File: config.mk
export PLATFORM = sky130hd
export DESIGN_NAME = dma_burst_arbiter
export DESIGN_NICKNAME = d
export VERILOG_FILES = /design/src/rtl/dma_arb_pkg.sv /design/src/rtl/dma_arb_pick.sv /design/src/rtl/dma_burst_sizer.sv /design/src/rtl/dma_beat_counter.sv /design/src/rtl/dma_burst_arbiter.sv
export SDC_FILE = /design/constraint.sdc
export NUM_CORES = 1
export LEC_CHECK = 0
export BUFFER_PORTS_ARGS = -buffer_cell sky130_fd_sc_hd__buf_2
export CORE_MARGIN = 2
export CORE_UTILIZATION = 44
export DETAILED_ROUTE_END_ITERATION = 10
export GPL_TIMING_DRIVEN = 0
export PLACE_DENSITY = 0.84
export SETUP_SLACK_MARGIN = 0.05
export SLEW_MARGIN = 20
export SYNTH_ARGS = -nofsm -noshare
export SYNTH_HDL_FRONTEND = slang
export SYNTH_SLANG_ARGS = --single-unit
File: constraint.sdc
create_clock -name clk -period 1.65 [get_ports clk]
set_input_delay 0.0825 -clock clk [delete_from_list [all_inputs] [get_ports clk]]
set_output_delay 0.0825 -clock clk [all_outputs]
set_load 0.01 [all_outputs]
File: src/rtl/dma_arb_pkg.sv
package dma_arb_pkg;

  typedef enum logic [1:0] {
    REQ_DESC_FETCH = 2'b00,
    REQ_DESC_CLOSE = 2'b01,
    REQ_DATA       = 2'b10,
    REQ_DATA_ALT   = 2'b11
  } req_kind_e;

  // Beats needed to move one 32-bit descriptor field over a bus of width w.
  function automatic logic [5:0] desc_beats(input int unsigned w);
    if (w >= 32)      return 6'd1;
    else if (w >= 16) return 6'd2;
    else              return 6'd4;
  endfunction

  // Data burst length from the programmable code; 0 stays 0 (unbounded).
  function automatic logic [5:0] data_beats(input logic [5:0] code);
    case (code)
      6'd0, 6'd1, 6'd2, 6'd4, 6'd8, 6'd16, 6'd32: return code;
      default:                                     return 6'd32;
    endcase
  endfunction

  function automatic logic is_desc(input logic [1:0] kind);
    return (kind == REQ_DESC_FETCH) || (kind == REQ_DESC_CLOSE);
  endfunction

endpackage

File: src/rtl/dma_arb_pick.sv
module dma_arb_pick (
  input  logic clk,
  input  logic rst_n,
  input  logic rx_req,
  input  logic tx_req,
  input  logic rr_mode,
  input  logic tx_active,
  input  logic last_rx,
  input  logic enable,
  output logic pick_rx,
  output logic pick_tx
);

  logic tie;
  logic alternate;

  assign tie       = rx_req && tx_req;
  // Round-robin mode, or receive-first mode with a transmission in progress
  assign alternate = rr_mode || tx_active;

  always_comb begin
    pick_rx = 1'b0;
    pick_tx = 1'b0;
    if (enable) begin
      if (tie) begin
        if (alternate) begin
          pick_rx = !last_rx;
          pick_tx = last_rx;
        end else begin
          pick_rx = 1'b1;
        end
      end else begin
        pick_rx = rx_req;
        pick_tx = tx_req;
      end
    end
  end


  pick_excl_chk: assert property (@(posedge clk) disable iff (!rst_n)
    $onehot0({pick_rx, pick_tx}));


  pick_needs_req_chk: assert property (@(posedge clk) disable iff (!rst_n)
    (pick_rx -> rx_req) && (pick_tx -> tx_req));

endmodule

File: src/rtl/dma_burst_sizer.sv
module dma_burst_sizer
  import dma_arb_pkg::*;
#(
  parameter int DATA_W = 32,
  parameter int BEAT_W = 6
) (
  input  logic [1:0]        kind,
  input  logic [5:0]        code,
  output logic [BEAT_W-1:0] beats,
  output logic              unbounded
);

  localparam logic [5:0] DESC_LEN = desc_beats(DATA_W);

  logic       desc_kind;
  logic [5:0] data_len;

  assign desc_kind = is_desc(kind);
  assign data_len  = data_beats(code);

  always_comb begin
    if (desc_kind) begin
      beats     = BEAT_W'(DESC_LEN);
      unbounded = 1'b0;
    end else begin
      beats     = BEAT_W'(data_len);
      unbounded = (data_len == 6'd0);
    end
  end

endmodule

File: src/rtl/dma_beat_counter.sv
module dma_beat_counter #(
  parameter int BEAT_W = 6
) (
  input  logic              clk,
  input  logic              rst_n,
  input  logic              load,
  input  logic [BEAT_W-1:0] load_beats,
  input  logic              load_unb,
  input  logic              active,
  input  logic              beat_ack,
  input  logic              stop_flag,
  output logic              last_beat
);

  logic [BEAT_W-1:0] remain;
  logic              unb_q;
  logic              beat_taken;

  assign beat_taken = active && beat_ack;
  assign last_beat  = beat_taken && (unb_q ? stop_flag : (remain == BEAT_W'(1)));

  always_ff @(posedge clk or negedge rst_n) begin
    if (!rst_n) begin
      remain <= '0;
      unb_q  <= 1'b0;
    end else if (load) begin
      remain <= load_beats;
      unb_q  <= load_unb;
    end else if (beat_taken && !unb_q) begin
      remain <= remain - BEAT_W'(1);
    end
  end


  remain_live_chk: assert property (@(posedge clk) disable iff (!rst_n)
    (active && !unb_q) |-> (remain != '0));


  no_load_busy_chk: assert property (@(posedge clk) disable iff (!rst_n)
    !(load && active));

endmodule

File: src/rtl/dma_burst_arbiter.sv
module dma_burst_arbiter
  import dma_arb_pkg::*;
#(
  parameter int DATA_W    = 32,
  parameter int MAX_BURST = 32
) (
  input  logic       clk,
  input  logic       rst_n,
  input  logic       rx_req,
  input  logic [1:0] rx_kind,
  input  logic       tx_req,
  input  logic [1:0] tx_kind,
  input  logic       rr_mode,
  input  logic       tx_active,
  input  logic [5:0] burst_code,
  input  logic       rx_fifo_empty,
  input  logic       tx_fifo_full,
  input  logic       beat_ack,
  output logic       gnt_rx,
  output logic       gnt_tx,
  output logic [5:0] burst_beats,
  output logic       burst_unbounded,
  output logic       xfer_done
);

  localparam int BEAT_W = $clog2(MAX_BURST) + 1;

  logic              busy;
  logic              own_rx;
  logic              last_rx;
  logic [BEAT_W-1:0] beats_q;
  logic              unb_q;

  logic              pick_rx, pick_tx;
  logic              load;
  logic [1:0]        win_kind;
  logic [BEAT_W-1:0] size_beats;
  logic              size_unb;
  logic              stop_flag;
  logic              last_beat;

  dma_arb_pick u_pick (
    .clk       (clk),
    .rst_n     (rst_n),
    .rx_req    (rx_req),
    .tx_req    (tx_req),
    .rr_mode   (rr_mode),
    .tx_active (tx_active),
    .last_rx   (last_rx),
    .enable    (!busy),
    .pick_rx   (pick_rx),
    .pick_tx   (pick_tx)
  );

  assign win_kind = pick_rx ? rx_kind : tx_kind;
  assign load     = pick_rx || pick_tx;

  dma_burst_sizer #(.DATA_W(DATA_W), .BEAT_W(BEAT_W)) u_size (
    .kind      (win_kind),
    .code      (burst_code),
    .beats     (size_beats),
    .unbounded (size_unb)
  );

  assign stop_flag = own_rx ? rx_fifo_empty : tx_fifo_full;

  dma_beat_counter #(.BEAT_W(BEAT_W)) u_cnt (
    .clk        (clk),
    .rst_n      (rst_n),
    .load       (load),
    .load_beats (size_beats),
    .load_unb   (size_unb),
    .active     (busy),
    .beat_ack   (beat_ack),
    .stop_flag  (stop_flag),
    .last_beat  (last_beat)
  );

  always_ff @(posedge clk or negedge rst_n) begin
    if (!rst_n) begin
      busy    <= 1'b0;
      own_rx  <= 1'b0;
      last_rx <= 1'b0;
      beats_q <= '0;
      unb_q   <= 1'b0;
    end else if (!busy) begin
      if (load) begin
        busy    <= 1'b1;
        own_rx  <= pick_rx;
        last_rx <= pick_rx;
        beats_q <= size_beats;
        unb_q   <= size_unb;
      end
    end else if (last_beat) begin
      busy <= 1'b0;
    end
  end

  assign gnt_rx          = busy && own_rx;
  assign gnt_tx          = busy && !own_rx;
  assign burst_beats     = 6'(beats_q);
  assign burst_unbounded = unb_q;
  assign xfer_done       = last_beat;


  gnt_excl_chk: assert property (@(posedge clk) disable iff (!rst_n)
    $onehot0({gnt_rx, gnt_tx}));


  gnt_hold_chk: assert property (@(posedge clk) disable iff (!rst_n)
    ((gnt_rx || gnt_tx) && !xfer_done) |=>
      ($stable(gnt_rx) && $stable(gnt_tx) && $stable(burst_beats) && $stable(burst_unbounded)));


  gap_after_done_chk: assert property (@(posedge clk) disable iff (!rst_n)
    xfer_done |=> (!gnt_rx && !gnt_tx));


  done_in_grant_chk: assert property (@(posedge clk) disable iff (!rst_n)
    xfer_done |-> ((gnt_rx || gnt_tx) && beat_ack));


  rx_grant_cause_chk: assert property (@(posedge clk) disable iff (!rst_n)
    $rose(gnt_rx) |-> $past(rx_req));


  tx_grant_cause_chk: assert property (@(posedge clk) disable iff (!rst_n)
    $rose(gnt_tx) |-> $past(tx_req));

endmodule

### Yosys cells after proc, flatten, opt, wreduce, memory -nomap -nowiden

Index checks and enable logic that the tools add are counted.

* mux-type cells: 17
* add/sub/neg operators: 1
* reductions and logical operators: 17
* bitwise operators: 1
* equal/unequal tests: 8

Operators by type and width (number)
* 6-bit 2-to-1 mux: 4
* 6-bit by 1-bit == test with 1-bit output (second input constant): 2
* 6-bit zero test: 2
* 1-bit 2-to-1 mux: 12
* 7-bit OR reduction: 1
* 6-bit by 2-bit == test with 1-bit output (second input constant): 1
* 6-bit by 3-bit == test with 1-bit output (second input constant): 1
* 6-bit by 4-bit == test with 1-bit output (second input constant): 1
* 6-bit by 5-bit == test with 1-bit output (second input constant): 1
* 6-bit == test (second input constant): 1
* 1-bit logical AND: 6
* 6-bit by 1-bit subtractor with 6-bit output (second input constant): 1
* 1-bit logical OR: 3
* 2-bit by 1-bit == test with 1-bit output (second input constant): 1
* 1-bit zero test: 2
* 2-bit zero test: 1
* 2-bit 2-to-1 mux: 1
* 2-bit AND reduction: 1
* 2-bit nonzero test: 1
* 1-bit NOT: 1

* register bits: 16
* input port bits: 19

### Longest topological paths before layout

* depth in word-level cells: 9
* gate-level depth with buffers: 6
* mapped depth without buffers: 6

### Cells and area by module

Synthesis repeated with hierarchy kept, for this count alone.

* cells, all modules: 92
* area total of the unflattened synthesis: 999.7 µm²

Modules (own cells, without submodules)
* dma_beat_counter: area each 439.2 µm², sequential area each 175.2 µm², times used 1, cells each 42
* dma_burst_arbiter: area each 402.9 µm², sequential area each 225.2 µm², times used 1, cells each 28
* dma_burst_sizer: area each 126.4 µm², sequential area each 0.0 µm², times used 1, cells each 17
* dma_arb_pick: area each 31.3 µm², sequential area each 0.0 µm², times used 1, cells each 5

### Least setup slack after synthesis

No wires, ideal clock.

* path type: reg2reg
* start point: reg busy
* end point: reg beats_q[0], in the netlist burst_beats[0]
* period minus slack after synthesis: 1618 ps
* path buffers: 0
* data arrival time: 1487 ps
* setup slack: 32 ps
* stages on the path, launching flop included: 6
* setup time: 131 ps
* cell sequence: dfrtp_1 > nand2b_1 > or3b_4 > and2_2 > a311oi_1 > nor2_1

* word-level cells in the longest chain between the ends: 5

Ends and longest elaborated chain
* start: declaration: RTL line dma_burst_arbiter.sv:28 `logic busy;`
* start signal: assignment: RTL line dma_burst_arbiter.sv:81 `busy <= 1'b0;`
* start signal: assignment: RTL line dma_burst_arbiter.sv:88 `busy <= 1'b1;`
* start signal: assignment: RTL line dma_burst_arbiter.sv:95 `busy <= 1'b0;`
* 1-bit 2-to-1 mux: RTL line dma_arb_pick.sv:24 `if (enable) begin`
* 2-bit 2-to-1 mux: RTL line dma_burst_arbiter.sv:55 `assign win_kind = pick_rx ? rx_kind : tx_kind;`
* 2-bit by 1-bit == test with 1-bit output / 2-bit zero test (equally long branches): RTL line dma_arb_pkg.sv:26 `return (kind == REQ_DESC_FETCH) || (kind == REQ_DESC_CLOSE);`
* 1-bit logical OR: RTL line dma_arb_pkg.sv:26
* 6-bit 2-to-1 mux: RTL line dma_burst_sizer.sv:22 `if (desc_kind) begin`
* end signal: assignment: RTL line dma_burst_arbiter.sv:91 `beats_q <= size_beats;`
* end: declaration: RTL line dma_burst_arbiter.sv:31 `logic [BEAT_W-1:0] beats_q;`

Parallel ways exist; a longest one is shown, timed or not.
A chain may end at the register's enable or synchronous reset.

### Worst setup path in the final report

* start point: reg busy
* end point: reg u_cnt.remain[5]

* word-level cells in the longest chain between the ends: 6

Ends and longest elaborated chain
* 1-bit 2-to-1 mux: RTL line dma_arb_pick.sv:24
* 2-bit 2-to-1 mux: RTL line dma_burst_arbiter.sv:55
* 2-bit by 1-bit == test with 1-bit output / 2-bit zero test (equally long branches): RTL line dma_arb_pkg.sv:26
* 1-bit logical OR: RTL line dma_arb_pkg.sv:26
* 6-bit 2-to-1 mux: RTL line dma_burst_sizer.sv:22
* 6-bit 2-to-1 mux: RTL line dma_beat_counter.sv:26 `end else if (load) begin`
* end signal: assignment: RTL line dma_beat_counter.sv:27 `remain <= load_beats;`
* end signal: assignment: RTL line dma_beat_counter.sv:30 `remain <= remain - BEAT_W'(1);`
* end: declaration: RTL line dma_beat_counter.sv:15 `logic [BEAT_W-1:0] remain;`

Parallel ways exist; a longest one is shown, timed or not.

==> flow_summary.toml <==
[run_status]
status = "finished, violations left"
violations = "negative setup slack"

[setup_path]
r2r_cells = 5
worstSetupEndpointType = "flop"
worst_ep_arrival_time_ns = 1.92
reg2reg_slack_ns = -0.04
start_kind = "flop"
crit_type = "reg -> reg"
crit_required_ns = 1.88
cp_max_fo = 4
rr_endpoint = "u_cnt.remain[5]$_DFFE_PN0P_"
r2r-start = "busy$_DFF_PN0_"

[global_route]
antenna_found_initial = 0
grt_pass1_vias = 858
grt_pass1_wl_mm = 3.82
grt.overflow.total = 0
grt_max_degree = 17
track_usage = 0.202

[timing]
timing.final.ws_setup_ns = -0.0438
worst_slew_pin_slew_ns = 0.974
clock.fmax_mhz = 590
rsz0062_at_grt = "true"
slew_headroom = 0.345
timing.final.crit_share = 1.03
finalHoldViolCount = 0
maxSlewViolCount = 0
layout_min_cycle_time_ns = 1.69
skew_ns = 0.00456
setup_viol = 2

[place]
dp_hpwl_mm = 1.57
gp_congestion = 0.805
port_buffers = 26

[final_layout]
num-nets-final = 153
fillCellCount = 143
post-route-util = 0.671
area_growth_pct = 45.9
drive_gt1_frac = 0.469
antenna_cells = 0

[die]
num_rows = 16
start_util = 0.460
ios = 29
die_w_um = 49.1
die_height_um = 49.1
core_area_um2 = 1940
dieArea_um2 = 2410

[yosys]
synthCells = 90
syn_area_um2 = 893
synth_top_area_share = 0.448
syn_avg_cell_area_um2 = 9.93
yosysUniqueCellTypes = 43
yosysSeqAreaShare = 0.448
ys_warn_count = 0
syn-num-nets = 111
synth-main-ff-cell = "dfrtp_1"
yosysTopAreaCell = "dfrtp_1"
synth_edf_count = 0
synthArstFlopShare = 1.00
yosys-top-cells-area = "dfrtp_1 (45%), nor2_1 (4.6%), a22o_1 (2.9%)"
synth_seq_cells = 16

[hold_path]
hold_class = "in -> reg"
hold_end = "busy$_DFF_PN0_"
hp-start = "tx_req"
hold_depth = 3

[power]
comb_power_share = 0.447
power_mw = 1.55
power_density_nw_per_um2 = 1190
seqPwrFrac = 0.422
p_clk_frac = 0.131
p_sw_mw = 0.576
p_int_mw = 0.974
vdd_ir_drop_max_v = 0.000954
leakage_nw = 0.616
p_sw_frac = 0.372

[clock_tree]
cts_tree = "yes"
clk_pin_slew_ns = 0.09
cts_buffers = 3
cts_buffer_depth = 2
cts_max_level = 1
cts_sinks = 16
root_buffer = "clkbuf_4"
clkLatencyLatePin_ns = 0.29

[detailed_routing]
detail-route-antenna-nets = 0
dr.pass1.iters = 4
drc = 0
drt_iter0_drc = 15
via_count = 888
wl_per_cell_um = 15.2
wl_mm = 2.39
viasPerCell = 5.66

[run]
max_cap_viol_count = 0
[cells by family after synthesis]
kind of cell | share of synthesized area
muxes | 0.0126
DFF | 0.448
adders and majority gates | 0.0392
buffers and inverters | 0.0210
AOI/OAI and AO/OA | 0.251
and+or+nand+nor | 0.209
xor gates and xnor gates | 0.0196
[through the flow]
stage	area, um2	setup TNS (ns)	hold WS [ns]	std cells	worst slack, ns
2_1_floorplan	900	0	-0.213	90	0.0645
3_3_place_gp	1060	-0.604	0.0118	143	-0.124
3_5_place_dp	1060	-0.952	0.0147	143	-0.169
4_1_cts	1190	-0.0431	0.0875	152	-0.0220
5_1_grt	1300	-0.386	0.116	157	-0.129
6_report	1300	-0.0511	0.0987	157	-0.0438
[state kept, by name, summed over array words and instances (netlist names)]
signal	cells
last_rx	1
u_cnt.unb_q	1
burst_beats	6
u_cnt.remain	6
burst_unbounded	1
busy	1
[cells in the final DEF, fill, tap and decap left out, drive strengths merged, types with 2 or more instances in the layout]
cell	n
a21o	3
a21oi	3
a22o	3
a31oi	2
and2	2
buf	36
clkbuf	4
dfrtp	16
ha	2
inv	4
nand2	4
nand3	2
nor2	11
nor3	3
nor4b	2
o21a	2
o21ai	4
o22a	3
[worst max path at each step]
stage | startpoint | endpoint | slack, ns | cells past startpoint
after floorplan | busy$_DFF_PN0_ | u_cnt.remain[2]$_DFFE_PN0P_ | 0.06 | 5
after global placement | busy$_DFF_PN0_ | u_cnt.remain[2]$_DFFE_PN0P_ | -0.12 | 5
after detailed placement | busy$_DFF_PN0_ | u_cnt.remain[2]$_DFFE_PN0P_ | -0.17 | 5
after CTS | busy$_DFF_PN0_ | u_cnt.remain[2]$_DFFE_PN0P_ | -0.02 | 5
after global routing | busy$_DFF_PN0_ | u_cnt.remain[5]$_DFFE_PN0P_ | -0.13 | 5
final | busy$_DFF_PN0_ | u_cnt.remain[5]$_DFFE_PN0P_ | -0.04 | 5
[synthesized netlist by cell type, drive strengths merged (2+ instances only)]
library cell   n
dfrtp         16
nor2          11
inv            4
nand2          4
o21ai          4
a21o           3
a21oi          3
a22o           3
nor3           3
o22a           3
a31oi          2
and2           2
ha             2
nand3          2
nor4b          2
o21a           2
[power groups by stage]
stage / registers, mW / logic, mW / clock network (mW)
2_1_floorplan: 0.622 / 0.344 / 0
3_5_place_dp: 0.635 / 0.504 / 0
5_1_grt: 0.667 / 0.763 / 0.228
3_3_place_gp: 0.623 / 0.485 / 0
6_report: 0.654 / 0.694 / 0.202
4_1_cts: 0.618 / 0.587 / 0.207
[per-layer routing]
metal / GRT usage / up-vias / part of all wire
li1: - / 422 / -
met1: 0.257 / 441 / 0.46
met2: 0.336 / 25 / 0.49
met3: 0.0583 / 0 / 0.051
met4: 0.0524 / 0 / 0
met5: 0 / - / 0
[cell type report]
type,instances,area [um2],share of cell area
Clock buffer,3,22.5,0.0173
Inverter,4,15.0,0.0115
Buffer,1,3.75,0.00288
Sequential cell,16,402,0.308
Timing Repair Buffer,37,219,0.168
Multi-Input combinational cell,69,608,0.466
Tap cell,27,33.8,0.0259
[critical path: stages, from the launching register on]
cell	delay, ns
dfrtp_1	0.42
nand2b_4	0.17
or3b_4	0.43
a221oi_4	0.33
o21a_1	0.17
o22a_1	0.11
[timing repair]
action                                  in CTS  in global routing
gates resized for setup                     11                 15
endpoints found under the hold margin       16                  0
endpoints found under the setup margin      14                 15
pin swaps                                    7                  9
hold buffers                                 1                  0
buffers inserted                             5                  5
(Power assumes the default switching activity.)
